### src/rtl/scan_pkg.sv
package scan_pkg;
  localparam int MASK_W = 16;
  localparam int CH_W   = $clog2(MASK_W);
  typedef logic [MASK_W-1:0] mask_t;
  typedef logic [CH_W-1:0]   chan_t;
endpackage

### src/rtl/scan_rst_sync.sv
module scan_rst_sync (
  input  logic clk,
  input  logic rst_ni,
  output logic rst_sync_no
);
  logic [1:0] stage_q;

  always_ff @(posedge clk or negedge rst_ni) begin
    if (!rst_ni) stage_q <= 2'b00;
    else         stage_q <= {stage_q[0], 1'b1};
  end

  assign rst_sync_no = stage_q[1];
endmodule

### src/rtl/scan_mask_reg.sv
module scan_mask_reg
  import scan_pkg::*;
#(
  parameter int DEV_CH = 16
) (
  input  logic  clk,
  input  logic  rst_ni,
  input  logic  wr_i,
  input  mask_t wdata_i,
  output mask_t eff_mask_o,
  output logic  empty_o
);
  mask_t mask_q, mask_d;

  always_comb begin
    mask_d = mask_q;
    if (wr_i) mask_d = wdata_i;
  end

  always_ff @(posedge clk or negedge rst_ni) begin
    if (!rst_ni) mask_q <= '1;
    else         mask_q <= mask_d;
  end

  // Channels beyond the device size are forced out of the scan.
  for (genvar i = 0; i < MASK_W; i++) begin : g_lane
    if (i < DEV_CH) begin : g_live
      assign eff_mask_o[i] = mask_q[i];
    end else begin : g_dead
      assign eff_mask_o[i] = 1'b0;
    end
  end

  assign empty_o = ~|eff_mask_o;
endmodule

### src/rtl/scan_next_pick.sv
module scan_next_pick
  import scan_pkg::*;
(
  input  mask_t mask_i,
  input  chan_t start_i,
  output logic  found_o,
  output chan_t pick_o
);
  logic [2*MASK_W-1:0] dbl;
  mask_t               rot;
  chan_t               off;

  // Rotate so that bit 0 of rot is channel start_i, then take the lowest set bit.
  always_comb begin
    dbl = {mask_i, mask_i};
    rot = dbl[start_i +: MASK_W];
    off = '0;
    for (int i = MASK_W - 1; i >= 0; i--) begin
      if (rot[i]) off = chan_t'(i);
    end
  end

  assign pick_o  = chan_t'(start_i + off);
  assign found_o = |mask_i;
endmodule

### src/rtl/scan_tag_pipe.sv
module scan_tag_pipe
  import scan_pkg::*;
(
  input  logic  clk,
  input  logic  rst_ni,
  input  logic  adv_i,
  input  chan_t sel_i,
  input  logic  valid_i,
  output chan_t tag_o,
  output logic  tag_valid_o
);
  chan_t tag_q, tag_d;
  logic  vld_q, vld_d;

  always_comb begin
    tag_d = tag_q;
    vld_d = vld_q;
    if (adv_i) begin
      tag_d = sel_i;
      vld_d = valid_i;
    end
  end

  always_ff @(posedge clk or negedge rst_ni) begin
    if (!rst_ni) begin
      tag_q <= '0;
      vld_q <= 1'b0;
    end else begin
      tag_q <= tag_d;
      vld_q <= vld_d;
    end
  end

  assign tag_o       = tag_q;
  assign tag_valid_o = vld_q;
endmodule

### src/rtl/chan_scan_seq.sv
module chan_scan_seq
  import scan_pkg::*;
#(
  parameter int DEV_CH = 16
) (
  input  logic        clk,
  input  logic        rst_n,
  input  logic        frame_done,
  input  logic        mode_enter,
  input  logic        cnt_reset,
  input  logic        mask_wr,
  input  logic [15:0] mask_data,
  output logic [3:0]  mux_sel,
  output logic [3:0]  tag_ch,
  output logic        tag_valid,
  output logic        mask_empty
);
  logic  rst_sync_n;
  mask_t eff_mask;
  logic  found;
  chan_t pick, start;

  logic  pend_ent_q, pend_ent_d, pend_crs_q, pend_crs_d;
  logic  active_q, active_d, selv_q, selv_d;
  chan_t sel_q, sel_d;
  logic  ent_w, crs_w, restart_w;

  scan_rst_sync u_rst (
    .clk        (clk),
    .rst_ni     (rst_n),
    .rst_sync_no(rst_sync_n)
  );

  scan_mask_reg #(.DEV_CH(DEV_CH)) u_mask (
    .clk       (clk),
    .rst_ni    (rst_sync_n),
    .wr_i      (mask_wr),
    .wdata_i   (mask_data),
    .eff_mask_o(eff_mask),
    .empty_o   (mask_empty)
  );

  // A command counts for the frame it arrives in, including the frame_done cycle.
  assign ent_w     = mode_enter | pend_ent_q;
  assign crs_w     = cnt_reset  | pend_crs_q;
  assign restart_w = ent_w | (active_q & crs_w);
  assign start     = restart_w ? chan_t'(0) : chan_t'(sel_q + 1'b1);

  scan_next_pick u_pick (
    .mask_i (eff_mask),
    .start_i(start),
    .found_o(found),
    .pick_o (pick)
  );

  always_comb begin
    pend_ent_d = pend_ent_q | mode_enter;
    pend_crs_d = pend_crs_q | cnt_reset;
    active_d   = active_q;
    selv_d     = selv_q;
    sel_d      = sel_q;
    if (frame_done) begin
      pend_ent_d = 1'b0;
      pend_crs_d = 1'b0;
      if (restart_w) active_d = 1'b1;
      if ((restart_w || active_q) && found) begin
        sel_d  = pick;
        selv_d = 1'b1;
      end
    end
  end

  always_ff @(posedge clk or negedge rst_sync_n) begin
    if (!rst_sync_n) begin
      pend_ent_q <= 1'b0;
      pend_crs_q <= 1'b0;
      active_q   <= 1'b0;
      selv_q     <= 1'b0;
      sel_q      <= '0;
    end else begin
      pend_ent_q <= pend_ent_d;
      pend_crs_q <= pend_crs_d;
      active_q   <= active_d;
      selv_q     <= selv_d;
      sel_q      <= sel_d;
    end
  end

  scan_tag_pipe u_tag (
    .clk        (clk),
    .rst_ni     (rst_sync_n),
    .adv_i      (frame_done),
    .sel_i      (sel_q),
    .valid_i    (selv_q & ~ent_w),
    .tag_o      (tag_ch),
    .tag_valid_o(tag_valid)
  );

  assign mux_sel = sel_q;
endmodule

### config.mk
export PLATFORM = sky130hd
export DESIGN_NAME = chan_scan_seq
export DESIGN_NICKNAME = d
export VERILOG_FILES = /design/src/rtl/scan_pkg.sv /design/src/rtl/scan_rst_sync.sv /design/src/rtl/scan_mask_reg.sv /design/src/rtl/scan_next_pick.sv /design/src/rtl/scan_tag_pipe.sv /design/src/rtl/chan_scan_seq.sv
export SDC_FILE = /design/constraint.sdc
export NUM_CORES = 1
export LEC_CHECK = 0
export BUFFER_PORTS_ARGS = -buffer_cell sky130_fd_sc_hd__buf_2
export CORE_ASPECT_RATIO = 1.25
export CORE_MARGIN = 2
export CORE_UTILIZATION = 30
export DETAILED_ROUTE_END_ITERATION = 7
export HOLD_SLACK_MARGIN = 0.1
export SLEW_MARGIN = 25
export SYNTH_ARGS = -nofsm -noshare
export SYNTH_HDL_FRONTEND = slang
export SYNTH_HIERARCHICAL = 1
export SYNTH_SLANG_ARGS = --single-unit
### constraint.sdc
create_clock -name clk -period 1 [get_ports clk]
set_input_delay 0.2 -clock clk [delete_from_list [all_inputs] [get_ports clk]]
set_output_delay 0.2 -clock clk [all_outputs]
set_load 0.05 [all_outputs]
==> results of run 1 <==
cell type report:
type / instances / share of cell area, %
clock buffer: 6 / 2.149
sequential: 31 / 20.81
inverter: 3 / 0.2931
tap: 97 / 3.159
clock inverter: 2 / 0.9118
multi-input combinational: 139 / 48.32
timing repair buffer: 112 / 24.36
worst max-delay path, cell delays in order (launching register included):
cell and delay (ns):
dfrtp_2 0.43, ha_4 0.26, and3_4 0.23, buf_12 0.14, mux4_2 0.54, mux4_2 0.49, or2_4 0.28, buf_4 0.14
nor3b_1 0.18, o31a_1 0.14, ha_1 0.25, a21oi_2 0.16, xnor2_1 0.14, xnor2_1 0.09, mux2_2 0.26
path summary, 6_finish.rpt:
check                                  from                     to  slack, ns  cells after the start
min                            mask_data[5]   u_mask/eff_mask_o[5]       0.14                      2
max reg2reg                      mux_sel[0]             mux_sel[3]      -2.87                     14
max                              mux_sel[0]             mux_sel[3]      -2.87                     14
max in group asynchronous  u_rst/stage_q[1]  u_mask/eff_mask_o[14]       0.54                      1
min in group asynchronous  u_rst/stage_q[1]               active_q       0.20                      1
min reg2reg                u_rst/stage_q[1]               active_q       0.20                      1
registers in the layout, indices dropped and copies added (netlist names):
signal,cells
pend_crs_q,1
u_tag/tag_valid_o,1
active_q,1
pend_ent_q,1
u_rst/stage_q,2
selv_q,1
u_tag/tag_o,4
u_mask/eff_mask_o,16
mux_sel,4
what timing repair did:
action                                 4_1_cts  5_1_grt
resized for setup                           67       26
hold buffers                                 1        0
setup buffers                                5        5
endpoints found under the hold margin        2        0
pin swaps                                   11       13
setup endpoints to repair                   16       17
kinds of logic (layout without fill, tap and decap cells):
group                    count (synthesis)  count (layout)
AO/OA/AOI/OAI                           14              14
XOR/XNOR                                 5               5
adder cells (fa/ha/maj)                  5               5
buffers and inverters                   12             123
flip-flops                              31              31
multiplexers                            69              69
other                                    1               1
AND/OR/NAND/NOR                         45              45
power by group through the flow:
| stage | sequential, uW | clock [uW] | combinational [uW] |
|---|---|---|---|
| after CTS | 1700 | 1320 | 3320 |
| after global placement | 1690 | 0 | 2810 |
| final | 1710 | 1280 | 3470 |
| after global routing | 1730 | 1370 | 3730 |
| after detailed placement | 1700 | 0 | 2830 |
| after floorplan | 2120 | 0 | 1360 |
routing by layer:
metal | up-vias | GRT usage, %
met2 | 38 | 26.84
met5 | - | 0
met4 | 0 | 5.102
met3 | 6 | 1.786
met1 | 1014 | 16.84
li1 | 943 | -
layout by cell type, fill, tap and decap left out, drive strengths merged, types with 2 or more instances in the layout:
cell type  count
dfstp         16
nand3          3
nor2          12
nor3b          2
nor4           8
o21ai          3
nand2          6
or2            4
mux4          24
mux2i         10
clkinv         2
xor2           2
dfrtp         15
mux2          35
buf          111
o311ai         3
xnor2          3
a21oi          2
inv            2
clkbuf         6
nand2b         3
ha             4
metrics by stage:
step | area (sq um) | instances | setup TNS, ns | total power (uW)
6_report | 3842 | 390 | -13.13 | 6456
5_1_grt | 3842 | 390 | -14.10 | 6840
4_1_cts | 3711 | 388 | -13.32 | 6348
3_5_place_dp | 3316 | 374 | -12.94 | 4524
3_3_place_gp | 3316 | 374 | -12.69 | 4493
2_1_floorplan | 2550 | 182 | -11.74 | 3481
==> summary.txt, run 1 <==
Run status
  – Outcome: finished with violations
  – Failing checks: setup timing

Synth
  – Main synth FF type: dfstp_2
  – Ys async rst share: 100.0%
  – Synth Area in Compound Gates: 4.920%
  – Post-synth top area cell: dfstp_2
  – Mean Syn Cell Area: 13.69 sq um
  – Post-synth EDFFs: 0
  – XOR/XNOR Fraction of Synth Area: 1.757%
  – Largest family of logic cells by synthesized area: multiplexers
  – Synth Area in Simple Gates: 10.14%
  – Net Count, Synth: 209
  – Main area contributors after synthesis: dfstp_2, dfrtp_1, mux4_2
  – FF+latch count, synth: 31
  – Yosys warnings: 6
  – Post-Synth Adder-Cell Area: 2.811%
  – Top cells by count, synth: mux2_2, dfstp_2, dfrtp_1
  – Count of different cell masters after synthesis: 47
  – Most frequent cell after synthesis: mux2_2
  – Synthesized area: 2492 sq um
  – Register area share after synthesis: 31.93%
  – Mux cell area share after synthesis: 44.53%
  – Synth top area share: 16.87%
  – Cell count after synthesis: 182

Detailed routing
  – Routed WL per cell: 15.66 microns
  – Post-route DRC: 0
  – Drt initial violations: 64
  – Via/cell ratio: 5.131
  – Final WL: 6.106 mm
  – Met3 WL post-DR: 119 microns
  – Post-route ant nets: 0
  – DR pass1 iterations: 4
  – WL met2: 3.422 mm
  – Wl on met1: 2.494 mm
  – Max Used Layer: met4
  – Vias: 2,001

STA
  – RSZ-0062 raised after global routing: true
  – Fin crit period: 3.866 ns
  – Endpoints failing setup: 17
  – Final Cycle Share: 386.6%
  – Hold Fails Final Rpt: 0
  – Setup ws final: -2.866 ns
  – Slew Viols, Final: 0
  – Final Skew: 0.006711 ns
  – Hold slack: 0.1419 ns
  – Fmax: 258.7 MHz

Placed design
  – RePlAce Congestion: 0.8626
  – Place WS: -3.100 ns
  – IO Port Bufs: 31
  – DP Wirelength: 4.773 mm

Die
  – Placement row count: 37
  – DIE WIDTH: 85.53 microns
  – Core Box Area: 8148 sq um
  – Initial core utilization: 30.59%
  – Die height: 105.9 microns
  – I/O pin total: 32
  – Die area: 9058 sq um

CTS
  – Num CTS Buffers: 5
  – Clock-pin slew on the worst setup and hold paths: 0.07 ns
  – Clock root cell: clkbuf_8
  – Clock tree buffer depth: 2
  – CTS sink cnt: 31
  – CTS HTree Levels: 2
  – CTS tree: yes
  – Clock latency on the worst-skew pair: 0.28 ns

Hold path
  – Hold crit path type: in -> reg

Layout
  – Share of layout cells above drive strength 1: 78.50%
  – Area occupied by multi-input gates: 1857 sq um
  – Number of diodes: 0
  – Register area: 799.5 sq um
  – Area grow syn2layout: 54.17%
  – Nets: 319
  – Core Util, Final: 47.16%
  – Fillers: 709

Global route
  – Largest net degree at the start of global routing: 17
  – Antenna violations before repair: 0
  – Tot GR Track Use: 14.46%
  – First-pass GRT wire length: 10.41 mm
  – Vias in the first global route: 2,173
  – Grt ovf: 0

Power and ir drop
  – Clock power share: 19.8%
  – Leakage: 0.001609 uW
  – Gate power share: 53.8%
  – Part of the power in registers: 26.4%
  – P_sw: 2291 uW
  – Internal: 4165 uW
  – Sw Ratio: 35.49%
  – Max IR drop VDD: 1.248 mV
  – Power per cell area: 1680 nW/um^2

Worst setup path
  – Type of origin of the critical path: flip-flop
  – Critical path fanouts, max: 8
  – Required @ worst endpoint: 1.17 ns
  – Crit end category: flip-flop
  – CP Class: reg -> reg
  – Worst Path Arrival: 4.03 ns

Flow run
  – Max-Cap Viols: 0
(Power assumes the default switching activity.)
==> run 2, diff against run 1 <==
--- a/config.mk
+++ b/config.mk
@@ -11,6 +11,7 @@
 export CORE_UTILIZATION = 30
 export DETAILED_ROUTE_END_ITERATION = 7
 export HOLD_SLACK_MARGIN = 0.1
+export RECOVER_POWER = 50
 export SLEW_MARGIN = 25
 export SYNTH_ARGS = -nofsm -noshare
 export SYNTH_HDL_FRONTEND = slang
==> summary.txt, run 2 (synthesized netlist as in run 1, its figures left out) <==
Die
  – Core Box Area: 8148 sq um
  – Placement row count: 37
  – Initial core utilization: 30.59%
  – I/O pin total: 32
  – Die height: 105.9 microns
  – DIE WIDTH: 85.53 microns
  – Die area: 9058 sq um

Worst setup path
  – Type of origin of the critical path: flip-flop
  – Worst reg-to-reg setup slack: -2.87 ns
  – Worst Path Arrival: 4.04 ns
  – Crit end category: flip-flop
  – CP Launch Point: mux_sel[0]
  – Critical path fanouts, max: 8
  – Required @ worst endpoint: 1.17 ns
  – CP Class: reg -> reg
  – R2r startpoint: mux_sel[0]

Layout
  – Leading cell types in the layout, fill and taps excluded: buf_4, buf_6, mux4_2
  – Number of diodes: 0
  – Fillers: 713
  – Max reg flops: 16
  – Commonest non-fill, non-tap cell in the layout: buf_4
  – Share of layout cells above drive strength 1: 77.82%
  – Nets: 319
  – Area grow syn2layout: 53.87%

CTS
  – Clock-pin slew on the worst setup and hold paths: 0.07 ns
  – CTS HTree Levels: 2
  – Clock latency on the worst-skew pair: 0.28 ns
  – CTS sink cnt: 31
  – Num CTS Buffers: 5
  – Clock root cell: clkbuf_8
  – Clock tree buffer depth: 2
  – CTS tree: yes

Power and ir drop
  – Final total power: 6454 uW
  – Max IR drop VDD: 1.248 mV
  – Power per cell area: 1683 nW/um^2
  – Leakage: 0.001602 uW

Detailed routing
  – Vias: 1,995
  – Max Used Layer: met4
  – Post-route ant nets: 0
  – Met3 WL post-DR: 103 microns
  – Routed WL per cell: 15.66 microns
  – WL met2: 3.426 mm
  – Drt initial violations: 64
  – Final WL: 6.107 mm
  – Wl on met1: 2.505 mm
  – DR pass1 iterations: 4
  – Post-route DRC: 0
  – Via/cell ratio: 5.115

Placed design
  – RePlAce Congestion: 0.8626
  – DP Wirelength: 4.773 mm
  – IO Port Bufs: 31
  – Place WS: -3.100 ns

Run status
  – Failing checks: setup timing
  – Outcome: finished with violations

Global route
  – Largest net degree at the start of global routing: 17
  – Tot GR Track Use: 14.46%
  – Vias in the first global route: 2,173
  – First-pass GRT wire length: 10.41 mm
  – Grt ovf: 0
  – Antenna violations before repair: 0

Hold path
  – Hold crit path type: in -> reg
  – Min-delay src: mask_data[5]

STA
  – Fin crit period: 3.867 ns
  – Endpoints failing setup: 17
  – Slew Viols, Final: 0
  – Setup ws final: -2.867 ns
  – Hold Fails Final Rpt: 0
  – Max-slew headroom: 54.70%
  – RSZ-0062 raised after global routing: true
  – Final Cycle Share: 386.7%
  – Setup TNS: -13.13 ns
  – Final Skew: 0.006711 ns
  – Fmax: 258.6 MHz
  – Worst slew pin tran: 0.6796 ns

Flow run
  – Max-Cap Viols: 0
run 2: cell count changes in the layout (fill, tap and decap cells not counted), sizes merged:
cell and change:
clkbuf +3, buf -3
run 2: area by class of cell:
class	count	area (sq um)	area share, %
Tap cell	97	121.4	3.165
Timing Repair Buffer	112	928.4	24.21
Inverter	3	11.26	0.2936
Clock buffer	6	82.58	2.153
Clock inverter	2	35.03	0.9135
Multi-Input combinational cell	139	1857	48.42
Sequential cell	31	799.5	20.85
run 2: final timing paths:
| check | endpoint | cells after the start |
|---|---|---|
| setup / recovery | mux_sel[3] | 14 |
| hold / removal | u_mask/eff_mask_o[5] | 2 |
| setup reg to reg | mux_sel[3] | 14 |
| hold reg to reg | u_rst/stage_q[1] | 0 |
| max in group asynchronous | mux_sel[0] | 1 |
| min in group asynchronous | u_rst/stage_q[1] | 2 |
run 2: per-layer routing:
metal  GRT usage (%)  vias up
li1                -      943
met1           16.84     1012
met2           26.84       34
met3           1.786        6
met4           5.102        0
met5               0        -
run 2: worst max-delay path, stage by stage (launching register included):
cell and delay (ns):
dfrtp_2 0.43, ha_4 0.26, and3_4 0.23, buf_12 0.14, mux4_2 0.54, mux4_2 0.49, or2_4 0.28, buf_4 0.14
nor3b_1 0.18, o31a_1 0.14, ha_1 0.25, a21oi_2 0.16, xnor2_1 0.14, xnor2_1 0.09, mux2_2 0.26
run 2: what timing repair did:
item | CTS | global route
endpoints found under the setup margin | 16 | 17
hold buffers | 1 | 0
pin swaps | 11 | 13
hold endpoints to repair | 2 | 0
resized for setup | 67 | 26
setup buffers | 5 | 5
run 2: stage by stage:
stage	utilization, %	cell area, sq um	hold WS (ns)	instances
floorplan	-	2550	-0.09559	182
global placement	40.69	3316	-0.01431	374
detailed placement	40.69	3316	-0.01471	374
CTS	45.55	3711	0.1318	388
global route	47.07	3835	0.1347	390
finish	47.07	3835	0.1419	390
run 2: report_power, final:
group / total [uW] / internal [uW] / switching, uW / leakage (uW)
combinational: 3470 / 1850 / 1620 / 0.00119
clock: 1280 / 806 / 472 / 0.0000612
sequential: 1710 / 1510 / 199 / 0.000348
total: 6450 / 4160 / 2290 / 0.00160
